**config.mk**
```make
export PLATFORM = sky130hd
export DESIGN_NAME = audio_ctrl_port
export DESIGN_NICKNAME = d
export VERILOG_FILES = /design/src/rtl/ctrl_port_pkg.sv /design/src/rtl/ctrl_sync.sv /design/src/rtl/ctrl_shift.sv /design/src/rtl/ctrl_regs.sv /design/src/rtl/audio_ctrl_port.sv
export SDC_FILE = /design/constraint.sdc
export NUM_CORES = 1
export LEC_CHECK = 0
export ABC_AREA = 1
export BUFFER_PORTS_ARGS = -buffer_cell sky130_fd_sc_hd__clkbuf_2
export CAP_MARGIN = 30
export CORE_MARGIN = 2
export CORE_UTILIZATION = 55
export DETAILED_ROUTE_END_ITERATION = 8
export PLACE_DENSITY = 0.76
export SLEW_MARGIN = 20
export SYNTH_ARGS = -nofsm -noshare
export SYNTH_HDL_FRONTEND = slang
export SYNTH_SLANG_ARGS = --single-unit
```
**constraint.sdc**
```tcl
create_clock -name clk_i -period 3.19 [get_ports clk_i]
set_input_delay 0.319 -clock clk_i [delete_from_list [all_inputs] [get_ports clk_i]]
set_output_delay 0.319 -clock clk_i [all_outputs]
set_load 0.02 [all_outputs]
```
**src/rtl/ctrl_port_pkg.sv**
```systemverilog
package ctrl_port_pkg;
  localparam int WORD_W   = 16;
  localparam int ATT_W    = 8;
  localparam int ADDR_W   = 2;
  localparam int ADDR_LSB = 9;
  localparam int KEEP_W   = ADDR_LSB + ADDR_W;  // bits above the address are never stored
  localparam int FIELD_W  = 9;
  localparam int LOAD_BIT = 8;
  localparam int N_CH     = 2;
  localparam int CNT_W    = $clog2(WORD_W + 2);

  localparam logic [ATT_W-1:0] ATT_UNITY = '1;

  typedef enum logic [ADDR_W-1:0] {
    SEL_ATT_L  = 2'd0,
    SEL_ATT_R  = 2'd1,
    SEL_MODE_A = 2'd2,
    SEL_MODE_B = 2'd3
  } reg_sel_e;

  typedef struct packed {
    logic [3:0] out_mode;
    logic [1:0] word_sel;
    logic       op_en;
    logic       deemph;
    logic       mute;
  } mode_a_t;

  typedef struct packed {
    logic       zero_det;
    logic [1:0] fs_sel;
    logic       att_ctl;
    logic       lr_pol;
    logic       fmt;
  } mode_b_t;
endpackage

```
**src/rtl/ctrl_sync.sv**
```systemverilog
module ctrl_sync #(
  parameter int WIDTH  = 3,
  parameter int STAGES = 2
) (
  input  logic             clk_i,
  input  logic             rst_ni,
  input  logic [WIDTH-1:0] d_i,
  output logic [WIDTH-1:0] q_o
);
  logic [STAGES-1:0][WIDTH-1:0] st_q;

  always_ff @(posedge clk_i or negedge rst_ni) begin
    if (!rst_ni) begin
      st_q <= '0;
    end else begin
      st_q[0] <= d_i;
      for (int i = 1; i < STAGES; i++) st_q[i] <= st_q[i-1];
    end
  end

  assign q_o = st_q[STAGES-1];
endmodule

```
**src/rtl/ctrl_shift.sv**
```systemverilog
module ctrl_shift
  import ctrl_port_pkg::*;
(
  input  logic              clk_i,
  input  logic              rst_ni,
  input  logic              shift_en_i,
  input  logic              bit_i,
  input  logic              commit_i,
  output logic [KEEP_W-1:0] word_o,
  output logic              full_o,
  output logic [CNT_W-1:0]  cnt_o
);
  localparam logic [CNT_W-1:0] CNT_FULL = CNT_W'(WORD_W);
  localparam logic [CNT_W-1:0] CNT_OVER = CNT_W'(WORD_W + 1);

  logic [KEEP_W-1:0] sr_q;
  logic [CNT_W-1:0]  cnt_q;

  always_ff @(posedge clk_i or negedge rst_ni) begin
    if (!rst_ni) begin
      sr_q  <= '0;
      cnt_q <= '0;
    end else if (commit_i) begin
      sr_q  <= '0;
      cnt_q <= '0;
    end else if (shift_en_i) begin
      sr_q <= {sr_q[KEEP_W-2:0], bit_i};
      // saturate one past full so any overrun stays invalid
      if (cnt_q != CNT_OVER) cnt_q <= cnt_q + 1'b1;
    end
  end

  assign word_o = sr_q;
  assign full_o = (cnt_q == CNT_FULL);
  assign cnt_o  = cnt_q;
endmodule

```
**src/rtl/ctrl_regs.sv**
```systemverilog
module ctrl_regs
  import ctrl_port_pkg::*;
(
  input  logic                        clk_i,
  input  logic                        rst_ni,
  input  logic                        wr_en_i,
  input  reg_sel_e                    wr_sel_i,
  input  logic [FIELD_W-1:0]          wr_data_i,
  output logic [N_CH-1:0][ATT_W-1:0]  att_o,
  output mode_a_t                     mode_a_o,
  output mode_b_t                     mode_b_o
);
  logic load_all;
  assign load_all = wr_en_i && wr_data_i[LOAD_BIT] &&
                    (wr_sel_i == SEL_ATT_L || wr_sel_i == SEL_ATT_R);

  for (genvar ch = 0; ch < N_CH; ch++) begin : g_ch
    logic [ATT_W-1:0] stage_q, act_q, stage_d;
    logic             hit;

    assign hit     = wr_en_i && (wr_sel_i == reg_sel_e'(ch));
    assign stage_d = hit ? wr_data_i[ATT_W-1:0] : stage_q;

    always_ff @(posedge clk_i or negedge rst_ni) begin
      if (!rst_ni) begin
        stage_q <= ATT_UNITY;
        act_q   <= ATT_UNITY;
      end else begin
        stage_q <= stage_d;
        if (load_all) act_q <= stage_d;  // both channels move together
      end
    end

    assign att_o[ch] = act_q;
  end

  mode_a_t mode_a_q;
  mode_b_t mode_b_q;

  always_ff @(posedge clk_i or negedge rst_ni) begin
    if (!rst_ni) begin
      mode_a_q <= '0;
      mode_b_q <= '0;
    end else if (wr_en_i) begin
      if (wr_sel_i == SEL_MODE_A) mode_a_q <= mode_a_t'(wr_data_i);
      if (wr_sel_i == SEL_MODE_B) begin
        mode_b_q.zero_det <= wr_data_i[8];
        mode_b_q.fs_sel   <= wr_data_i[7:6];
        mode_b_q.att_ctl  <= wr_data_i[2];
        mode_b_q.lr_pol   <= wr_data_i[1];
        mode_b_q.fmt      <= wr_data_i[0];
      end
    end
  end

  assign mode_a_o = mode_a_q;
  assign mode_b_o = mode_b_q;
endmodule

```
**src/rtl/audio_ctrl_port.sv**
```systemverilog
module audio_ctrl_port
  import ctrl_port_pkg::*;
#(
  parameter int SYNC_STAGES = 2
) (
  input  logic             clk_i,
  input  logic             rst_ni,
  input  logic             sclk_i,
  input  logic             sdata_i,
  input  logic             latch_i,
  output logic [ATT_W-1:0] att_l_o,
  output logic [ATT_W-1:0] att_r_o,
  output logic             mute_o,
  output logic             deemph_o,
  output logic             op_en_o,
  output logic [1:0]       word_sel_o,
  output logic [3:0]       out_mode_o,
  output logic             fmt_o,
  output logic             lr_pol_o,
  output logic             att_ctl_o,
  output logic [1:0]       fs_sel_o,
  output logic             zero_det_o
);
  logic [2:0]               pin_s;
  logic [1:0]               prev_q;
  logic                     sclk_rise, latch_rise;
  logic [KEEP_W-1:0]        word;
  logic                     full;
  logic [CNT_W-1:0]         bit_cnt;
  logic                     wr_en;
  reg_sel_e                 wr_addr;
  logic [FIELD_W-1:0]       wr_data;
  logic [N_CH-1:0][ATT_W-1:0] att;
  mode_a_t                  mode_a;
  mode_b_t                  mode_b;

  ctrl_sync #(.WIDTH(3), .STAGES(SYNC_STAGES)) u_sync (
    .clk_i (clk_i),
    .rst_ni(rst_ni),
    .d_i   ({latch_i, sclk_i, sdata_i}),
    .q_o   (pin_s)
  );

  always_ff @(posedge clk_i or negedge rst_ni) begin
    if (!rst_ni) prev_q <= '0;
    else         prev_q <= pin_s[2:1];
  end

  assign sclk_rise  = pin_s[1] & ~prev_q[0];
  assign latch_rise = pin_s[2] & ~prev_q[1];

  ctrl_shift u_shift (
    .clk_i     (clk_i),
    .rst_ni    (rst_ni),
    .shift_en_i(sclk_rise),
    .bit_i     (pin_s[0]),
    .commit_i  (latch_rise),
    .word_o    (word),
    .full_o    (full),
    .cnt_o     (bit_cnt)
  );

  assign wr_en   = latch_rise & full;
  assign wr_addr = reg_sel_e'(word[KEEP_W-1:ADDR_LSB]);
  assign wr_data = word[FIELD_W-1:0];

  ctrl_regs u_regs (
    .clk_i    (clk_i),
    .rst_ni   (rst_ni),
    .wr_en_i  (wr_en),
    .wr_sel_i (wr_addr),
    .wr_data_i(wr_data),
    .att_o    (att),
    .mode_a_o (mode_a),
    .mode_b_o (mode_b)
  );

  assign att_l_o    = att[0];
  assign att_r_o    = att[1];
  assign mute_o     = mode_a.mute;
  assign deemph_o   = mode_a.deemph;
  assign op_en_o    = mode_a.op_en;
  assign word_sel_o = mode_a.word_sel;
  assign out_mode_o = mode_a.out_mode;
  assign fmt_o      = mode_b.fmt;
  assign lr_pol_o   = mode_b.lr_pol;
  assign att_ctl_o  = mode_b.att_ctl;
  assign fs_sel_o   = mode_b.fs_sel;
  assign zero_det_o = mode_b.zero_det;
endmodule

```
==> reports/summary.json, run 1 <==
{
  "slew-limit-headroom": {"value": 63.6, "unit": "%"},
  "report.final.hold_viol_count": {"value": 0},
  "ctsLongestPathBuffers": {"value": 2},
  "remaining_drc_errors": {"value": 0},
  "worst_pin_slew": {"value": 544, "unit": "ps"},
  "route.antenna.remaining_nets": {"value": 0},
  "grt_start_max_net_pins": {"value": 41},
  "worst_hold_path_type": {"value": "in2reg"},
  "dr.pass1.iters": {"value": 4},
  "grt_antenna_before_repair": {"value": 0},
  "place.detailed.instances": {"value": 408},
  "setup_tns": {"value": 0, "unit": "ps"},
  "switching_power": {"value": 0.000481, "unit": "W"},
  "setup_viol_count_final": {"value": 0},
  "layout-drive-gt1-share": {"value": 28.8, "unit": "%"},
  "startpoint": {"value": "u_shift.cnt_o[0]"},
  "design.core.area": {"value": 5440, "unit": "sq um"},
  "status": {"value": "finished clean"},
  "ctsResizeCount": {"value": 0},
  "commonest_cells_after_routing_fill_and_taps_aside": {"value": "sky130_fd_sc_hd__nand2_1, sky130_fd_sc_hd__dfrtp_1, sky130_fd_sc_hd__clkbuf_2"},
  "synth-compound-area-share": {"value": 4.83, "unit": "%"},
  "swShare": {"value": 25.0, "unit": "%"},
  "worstSkewPairLatency": {"value": 340, "unit": "ps"},
  "start_util": {"value": 56.2, "unit": "%"},
  "drt-initial-drc-count": {"value": 192},
  "timing.clock.skew": {"value": 6.62, "unit": "ps"},
  "powerDensity": {"value": 550, "unit": "nW/um^2"},
  "dp.final_hpwl": {"value": 3.91, "unit": "mm"},
  "placed_standard_cell_area": {"value": 3250, "unit": "sq um"},
  "crit_required": {"value": 3460, "unit": "ps"},
  "die_height": {"value": 78.5, "unit": "um"},
  "diodes": {"value": 0},
  "htree_levels": {"value": 3},
  "grt_pass1_wl": {"value": 9.89, "unit": "mm"},
  "crit-reg2reg-launch": {"value": "u_shift.cnt_o[0]"},
  "layout_worst_path_cycle_share": {"value": 65.5, "unit": "%"},
  "totalWireLength": {"value": 5.88, "unit": "mm"},
  "vdd_drop_max": {"value": 0.000381, "unit": "V"},
  "fin_cells": {"value": 426},
  "maxCapViolCount": {"value": 0},
  "final.hold.worst_slack": {"value": 82.5, "unit": "ps"},
  "hold_path_startpoint": {"value": "sclk_i"},
  "cp.buffers_inverters": {"value": 2},
  "cts-root-buf": {"value": "sky130_fd_sc_hd__clkbuf_8"},
  "multi_input_area": {"value": 1010, "unit": "sq um"},
  "timing.reg2reg.worst_path_depth": {"value": 9},
  "worst_setup_hold_path_clk_slew": {"value": 70, "unit": "ps"},
  "synth_simple_gate_area_share": {"value": 26.8, "unit": "%"},
  "combinational_family_with_the_most_area_after_synthesis": {"value": "simple AND/OR/NAND/NOR gates"},
  "p_leak": {"value": 1.72, "unit": "nW"},
  "post_synth_xor_area_fraction": {"value": 0.287, "unit": "%"},
  "dr_total_vias": {"value": 2207},
  "slack_of_the_worst_reg_to_reg_path": {"value": 1100, "unit": "ps"},
  "seq_area": {"value": 1820, "unit": "sq um"},
  "critPathMaxFanout": {"value": 20},
  "critPathCapture": {"value": "u_regs.g_ch[1].act_q[3]"},
  "place.port_buffers": {"value": 35},
  "critical_path.max_stage_delay": {"value": 430, "unit": "ps"},
  "std_cell_rows": {"value": 27},
  "synth.lib_cells_used.distinct": {"value": 26},
  "post_route_cell_area": {"value": 3500, "unit": "sq um"},
  "power_frac_comb": {"value": 8.7, "unit": "%"},
  "crit_arrival": {"value": 2360, "unit": "ps"},
  "timing.critical_path.max_delay_family": {"value": "simple AND/OR/NAND/NOR gates"},
  "grt_use_total": {"value": 21.0, "unit": "%"},
  "max_freq": {"value": 478, "unit": "MHz"},
  "first_global_vias": {"value": 2140},
  "fp.dieW": {"value": 78.5, "unit": "um"},
  "crit_chain": {"value": "inv_1 > ha_1 > nand2_2 > nor2_4 > nand2_4 > nor2_4 > inv_4 > nand2_1 > nand2_1"},
  "clockPowerShare": {"value": 40.5, "unit": "%"},
  "grt_setup_unrepaired": {"value": "no"},
  "grt_remaining_overflow": {"value": 0},
  "cpMaxStageDelayCell": {"value": "sky130_fd_sc_hd__dfrtp_1"},
  "slew_viol_final": {"value": 0},
  "design.die.area": {"value": 6170, "unit": "sq um"},
  "type_of_destination_of_the_critical_path": {"value": "register"},
  "critical_path_class": {"value": "reg2reg"},
  "worstReg2RegEnd": {"value": "u_regs.g_ch[1].act_q[3]"},
  "numCtsBuffers": {"value": 9},
  "io_pins": {"value": 36},
  "synth-seq-cells": {"value": 71},
  "synth.yosys.warnings": {"value": 0},
  "syn-mean-instance-area": {"value": 9.88, "unit": "sq um"},
  "num-nets-final": {"value": 357},
  "design_power_total": {"value": 0.00192, "unit": "W"},
  "cts_tree": {"value": "built"},
  "area.growth.synth_to_final": {"value": 14.5, "unit": "%"},
  "post_drt_wl_per_cell": {"value": 13.8, "unit": "um"},
  "timing.critical_path.from_type": {"value": "register"},
  "internal_pwr_total": {"value": 0.00144, "unit": "W"},
  "netlist_area": {"value": 3050, "unit": "sq um"},
  "gp_routability_congestion": {"value": 0.799},
  "synth.area.mux_share": {"value": 0, "unit": "%"},
  "timing.critical_path.depth": {"value": 9},
  "synth_sequential_area_ratio": {"value": 59.5, "unit": "%"},
  "cts_num_sinks": {"value": 71},
  "final.min_clock_period": {"value": 2090, "unit": "ps"},
  "final_common_cell": {"value": "sky130_fd_sc_hd__nand2_1"},
  "mappedNetlistNets": {"value": 317},
  "post_synthesis_share_of_cell_area_spent_on_full_adders_half_adders_and_majority_gates": {"value": 1.23, "unit": "%"},
  "syn_inst": {"value": 309},
  "fillCellCount": {"value": 456},
  "seq_power_share": {"value": 50.8, "unit": "%"},
  "route.detailed.vias_per_inst": {"value": 5.18}
}
-- how the worst min path moves through the flow --
stage	to	cells after the start
after global placement	u_sync.q_o[0]	0
after CTS	u_sync.st_q[1]	1
final	u_sync.st_q[1]	1
after global routing	u_sync.st_q[1]	1
after floorplan	prev_q[0]	0
after detailed placement	u_sync.q_o[1]	0
-- state kept, by name, summed over array words and instances (netlist names) --
| register | count |
|---|---|
| u_regs.mode_b_o | 6 |
| u_shift.word_o | 11 |
| u_shift.cnt_o | 5 |
| u_sync.q_o | 3 |
| u_sync.st_q | 3 |
| u_regs.g_ch.act_q | 16 |
| prev_q | 2 |
| u_regs.mode_a_o | 9 |
| u_regs.g_ch.stage_q | 16 |
-- timing repair --
action | CTS | global route
buffers inserted | 0 | 0
hold buffers | 0 | 1
endpoints found under the hold margin | 0 | 10
-- layer usage --
metal / up-vias / GRT usage, % / share of wire (%)
met4: 0 / 9.30 / 1.8
li1: 1085 / - / -
met1: 1055 / 27.9 / 46
met3: 9 / 5.17 / 4.1
met5: - / 0 / 0
met2: 58 / 33.0 / 48
-- power groups by stage --
| stage | clock [W] | combinational [W] | sequential (W) |
|---|---|---|---|
| 6_report | 0.000779 | 0.000168 | 0.000976 |
| 5_1_grt | 0.000831 | 0.000191 | 0.000980 |
| 4_1_cts | 0.000790 | 0.000164 | 0.000976 |
| 3_5_place_dp | 0 | 0.000163 | 0.000991 |
| 3_3_place_gp | 0 | 0.000157 | 0.000988 |
| 2_1_floorplan | 0 | 0.000160 | 0.000970 |
-- worst reg2reg max path, delay by kind of cell (launching register included) --
kind / cells / cell delay, ps
AND/OR/NAND/NOR: 6 / 1140
flip-flops: 1 / 430
buffers and inverters: 2 / 300
adder cells (fa/ha/maj): 1 / 170
-- cells in the mapped netlist (all sizes together) --
| library cell | number | area (sq um) |
|---|---|---|
| nand2 | 90 | 350 |
| dfrtp | 39 | 976 |
| nand3 | 35 | 185 |
| inv | 34 | 130 |
| dfstp | 32 | 841 |
| nand4 | 19 | 125 |
| and2 | 16 | 100 |
| o21ai | 11 | 77.6 |
| buf | 10 | 90.1 |
| o22ai | 10 | 62.6 |
| nor2 | 7 | 58.8 |
| ha | 3 | 37.5 |
| clkbuf | 1 | 3.75 |
| o21bai | 1 | 7.51 |
| xor2 | 1 | 8.76 |
-- metrics by stage --
step           setup slack, ps  utilization, %
2_1_floorplan             1710               -
5_1_grt                    957            64.3
6_report                  1100            64.3
3_3_place_gp              1140            59.6
3_5_place_dp              1120            59.7
4_1_cts                   1110            63.6
-- final cells by class --
type,instances,share of cell area (%)
Clock buffer,12,4.15
Clock inverter,4,1.97
Multi-Input combinational cell,193,29.0
Timing Repair Buffer,40,6.65
Inverter,34,3.72
Sequential cell,71,51.9
Tap cell,72,2.58
-- cells by family (layout without fill, tap and decap cells) --
family,after synthesis,in the layout
xor gates and xnor gates,1,1
DFF,71,71
and+or+nand+nor,167,167
AOI/OAI and AO/OA,22,22
buffers and inverters,45,90
adders and majority gates,3,3
No activity file was read; power rests on OpenSTA's default activity.
==> inputs of run 2 (changes only) <==
==> constraint.sdc (replaced) <==
create_clock -name clk_i -period 2.02 [get_ports clk_i]
set_input_delay 0.202 -clock clk_i [delete_from_list [all_inputs] [get_ports clk_i]]
set_output_delay 0.202 -clock clk_i [all_outputs]
set_load 0.02 [all_outputs]
==> run 2 against run 1 <==
- clock power rose by 31%
- sequential cell count stayed put
- sequential share of layout area shrank 0.15 points
- routed wire length shrank 2.6%
- first-iteration DRC count is 19% lower
- worst setup slack got worse by 860 ps
- hold slack improved by 270 ps
- largest cell class unchanged
==> reports/summary.json, run 2 (synthesized netlist as in run 1, its figures left out) <==
{
  "worst_setup_hold_path_clk_slew": {"value": 70, "unit": "ps"},
  "gp_routability_congestion": {"value": 0.772},
  "ctsLongestPathBuffers": {"value": 2},
  "grt_start_max_net_pins": {"value": 72},
  "remaining_drc_errors": {"value": 0},
  "setup_viol_count_final": {"value": 0},
  "grt_remaining_overflow": {"value": 0},
  "first_global_vias": {"value": 2154},
  "dr_total_vias": {"value": 2191},
  "setup_tns": {"value": 0, "unit": "ps"},
  "route.antenna.remaining_nets": {"value": 0},
  "final_critical_path_setup_slack": {"value": 237, "unit": "ps"},
  "worst_pin_slew": {"value": 471, "unit": "ps"},
  "worst_hold_path_type": {"value": "reg2reg"},
  "vdd_drop_max": {"value": 0.000456, "unit": "V"},
  "timing.critical_path.from_type": {"value": "register"},
  "area.growth.synth_to_final": {"value": 14.8, "unit": "%"},
  "fp.dieW": {"value": 78.5, "unit": "um"},
  "slew_viol_final": {"value": 0},
  "design.die.area": {"value": 6170, "unit": "sq um"},
  "critical_path_class": {"value": "reg2reg"},
  "crit_required": {"value": 2290, "unit": "ps"},
  "drt-initial-drc-count": {"value": 155},
  "htree_levels": {"value": 3},
  "final_common_cell": {"value": "sky130_fd_sc_hd__nand2_1"},
  "post_drt_wl_per_cell": {"value": 13.3, "unit": "um"},
  "cts_num_sinks": {"value": 71},
  "worstSkewPairLatency": {"value": 340, "unit": "ps"},
  "cts-root-buf": {"value": "sky130_fd_sc_hd__clkbuf_8"},
  "max_freq": {"value": 561, "unit": "MHz"},
  "status": {"value": "finished clean"},
  "grt_setup_unrepaired": {"value": "no"},
  "report.final.hold_viol_count": {"value": 0},
  "design.core.area": {"value": 5440, "unit": "sq um"},
  "powerDensity": {"value": 812, "unit": "nW/um^2"},
  "totalWireLength": {"value": 5.73, "unit": "mm"},
  "timing.clock.skew": {"value": 8.00, "unit": "ps"},
  "die_height": {"value": 78.5, "unit": "um"},
  "grt_pass1_wl": {"value": 9.96, "unit": "mm"},
  "maxCapViolCount": {"value": 0},
  "std_cell_rows": {"value": 27},
  "grt_antenna_before_repair": {"value": 0},
  "layout_worst_path_cycle_share": {"value": 88.3, "unit": "%"},
  "grt_use_total": {"value": 21.0, "unit": "%"},
  "post_route_cell_area": {"value": 3510, "unit": "sq um"},
  "place.port_buffers": {"value": 35},
  "final.min_clock_period": {"value": 1780, "unit": "ps"},
  "postCtsSetupRepairBufs": {"value": 0},
  "type_of_destination_of_the_critical_path": {"value": "register"},
  "p_leak": {"value": 1.72, "unit": "nW"},
  "layout-drive-gt1-share": {"value": 29.4, "unit": "%"},
  "commonest_cells_after_routing_fill_and_taps_aside": {"value": "sky130_fd_sc_hd__nand2_1, sky130_fd_sc_hd__dfrtp_1, sky130_fd_sc_hd__clkbuf_2"},
  "dp.final_hpwl": {"value": 3.83, "unit": "mm"},
  "diodes": {"value": 0},
  "placed_standard_cell_area": {"value": 3290, "unit": "sq um"},
  "crit_arrival": {"value": 2060, "unit": "ps"},
  "io_pins": {"value": 36},
  "route.detailed.vias_per_inst": {"value": 5.07},
  "critPathMaxFanout": {"value": 17},
  "cts_tree": {"value": "built"},
  "slew-limit-headroom": {"value": 68.4, "unit": "%"},
  "pre_cts_ws": {"value": 256, "unit": "ps"},
  "numCtsBuffers": {"value": 9},
  "dr.pass1.iters": {"value": 4},
  "start_util": {"value": 56.2, "unit": "%"},
  "design_power_total": {"value": 0.00285, "unit": "W"},
  "num-nets-final": {"value": 363}
}
## run 2: path summary, 6_finish.rpt
check                                 start                        end  slack, ps  cells after the start
min in group asynchronous            rst_ni         u_regs.mode_b_o[3]        400                      3
setup reg to reg           u_shift.cnt_o[0]    u_regs.g_ch[1].act_q[7]        240                      9
max in group asynchronous            rst_ni  u_regs.g_ch[1].stage_q[0]       1280                      3
setup / recovery           u_shift.cnt_o[0]    u_regs.g_ch[1].act_q[7]        240                      9
hold reg to reg              u_sync.st_q[0]              u_sync.q_o[0]        360                      0
hold / removal               u_sync.st_q[0]              u_sync.q_o[0]        360                      0
## run 2: critical path, cell delays in order (launching register included)
cell,delay (ps)
sky130_fd_sc_hd__dfrtp_1,430
sky130_fd_sc_hd__inv_1,120
sky130_fd_sc_hd__ha_1,160
sky130_fd_sc_hd__nand2_2,70
sky130_fd_sc_hd__nor2_4,160
sky130_fd_sc_hd__nand2_4,80
sky130_fd_sc_hd__nor2_4,370
sky130_fd_sc_hd__inv_4,170
sky130_fd_sc_hd__nand2_1,100
sky130_fd_sc_hd__nand2_1,50
## run 2: per-layer routing
metal	wire (um)	GRT usage, %	part of all wire (%)	up-vias
li1	-	-	-	1097
met1	2810	29.4	49	1042
met2	2620	31.5	46	42
met3	226	4.83	3.9	10
met4	70	9.12	1.2	0
met5	0	0	0	-
## run 2: cell type report
cell class | count | area, sq um
fill | 446 | 1930
sequential | 71 | 1820
multi-input combinational | 193 | 1010
timing repair buffer | 46 | 280
clock buffer | 13 | 159
inverter | 34 | 130
tap | 72 | 90.1
clock inverter | 3 | 17.5
## run 2: repair_timing
item                                   4_1_cts  5_1_grt
hold buffers                                 4        0
endpoints found under the hold margin       42        0
gates resized for setup                      0        0
## run 2: metrics by stage
step	util, %	hold WS, ps	instances
after global placement	60.5	247	412
after floorplan	-	-93.6	309
after global routing	64.5	367	432
after CTS	64.5	361	432
final	64.5	356	432
after detailed placement	60.5	248	412
## run 2: power breakdown
group	switching (W)	leakage (nW)	internal, W
registers	0.0000608	0.851	0.00148
clock network	0.000513	0.0894	0.000510
logic	0.000195	0.780	0.0000903
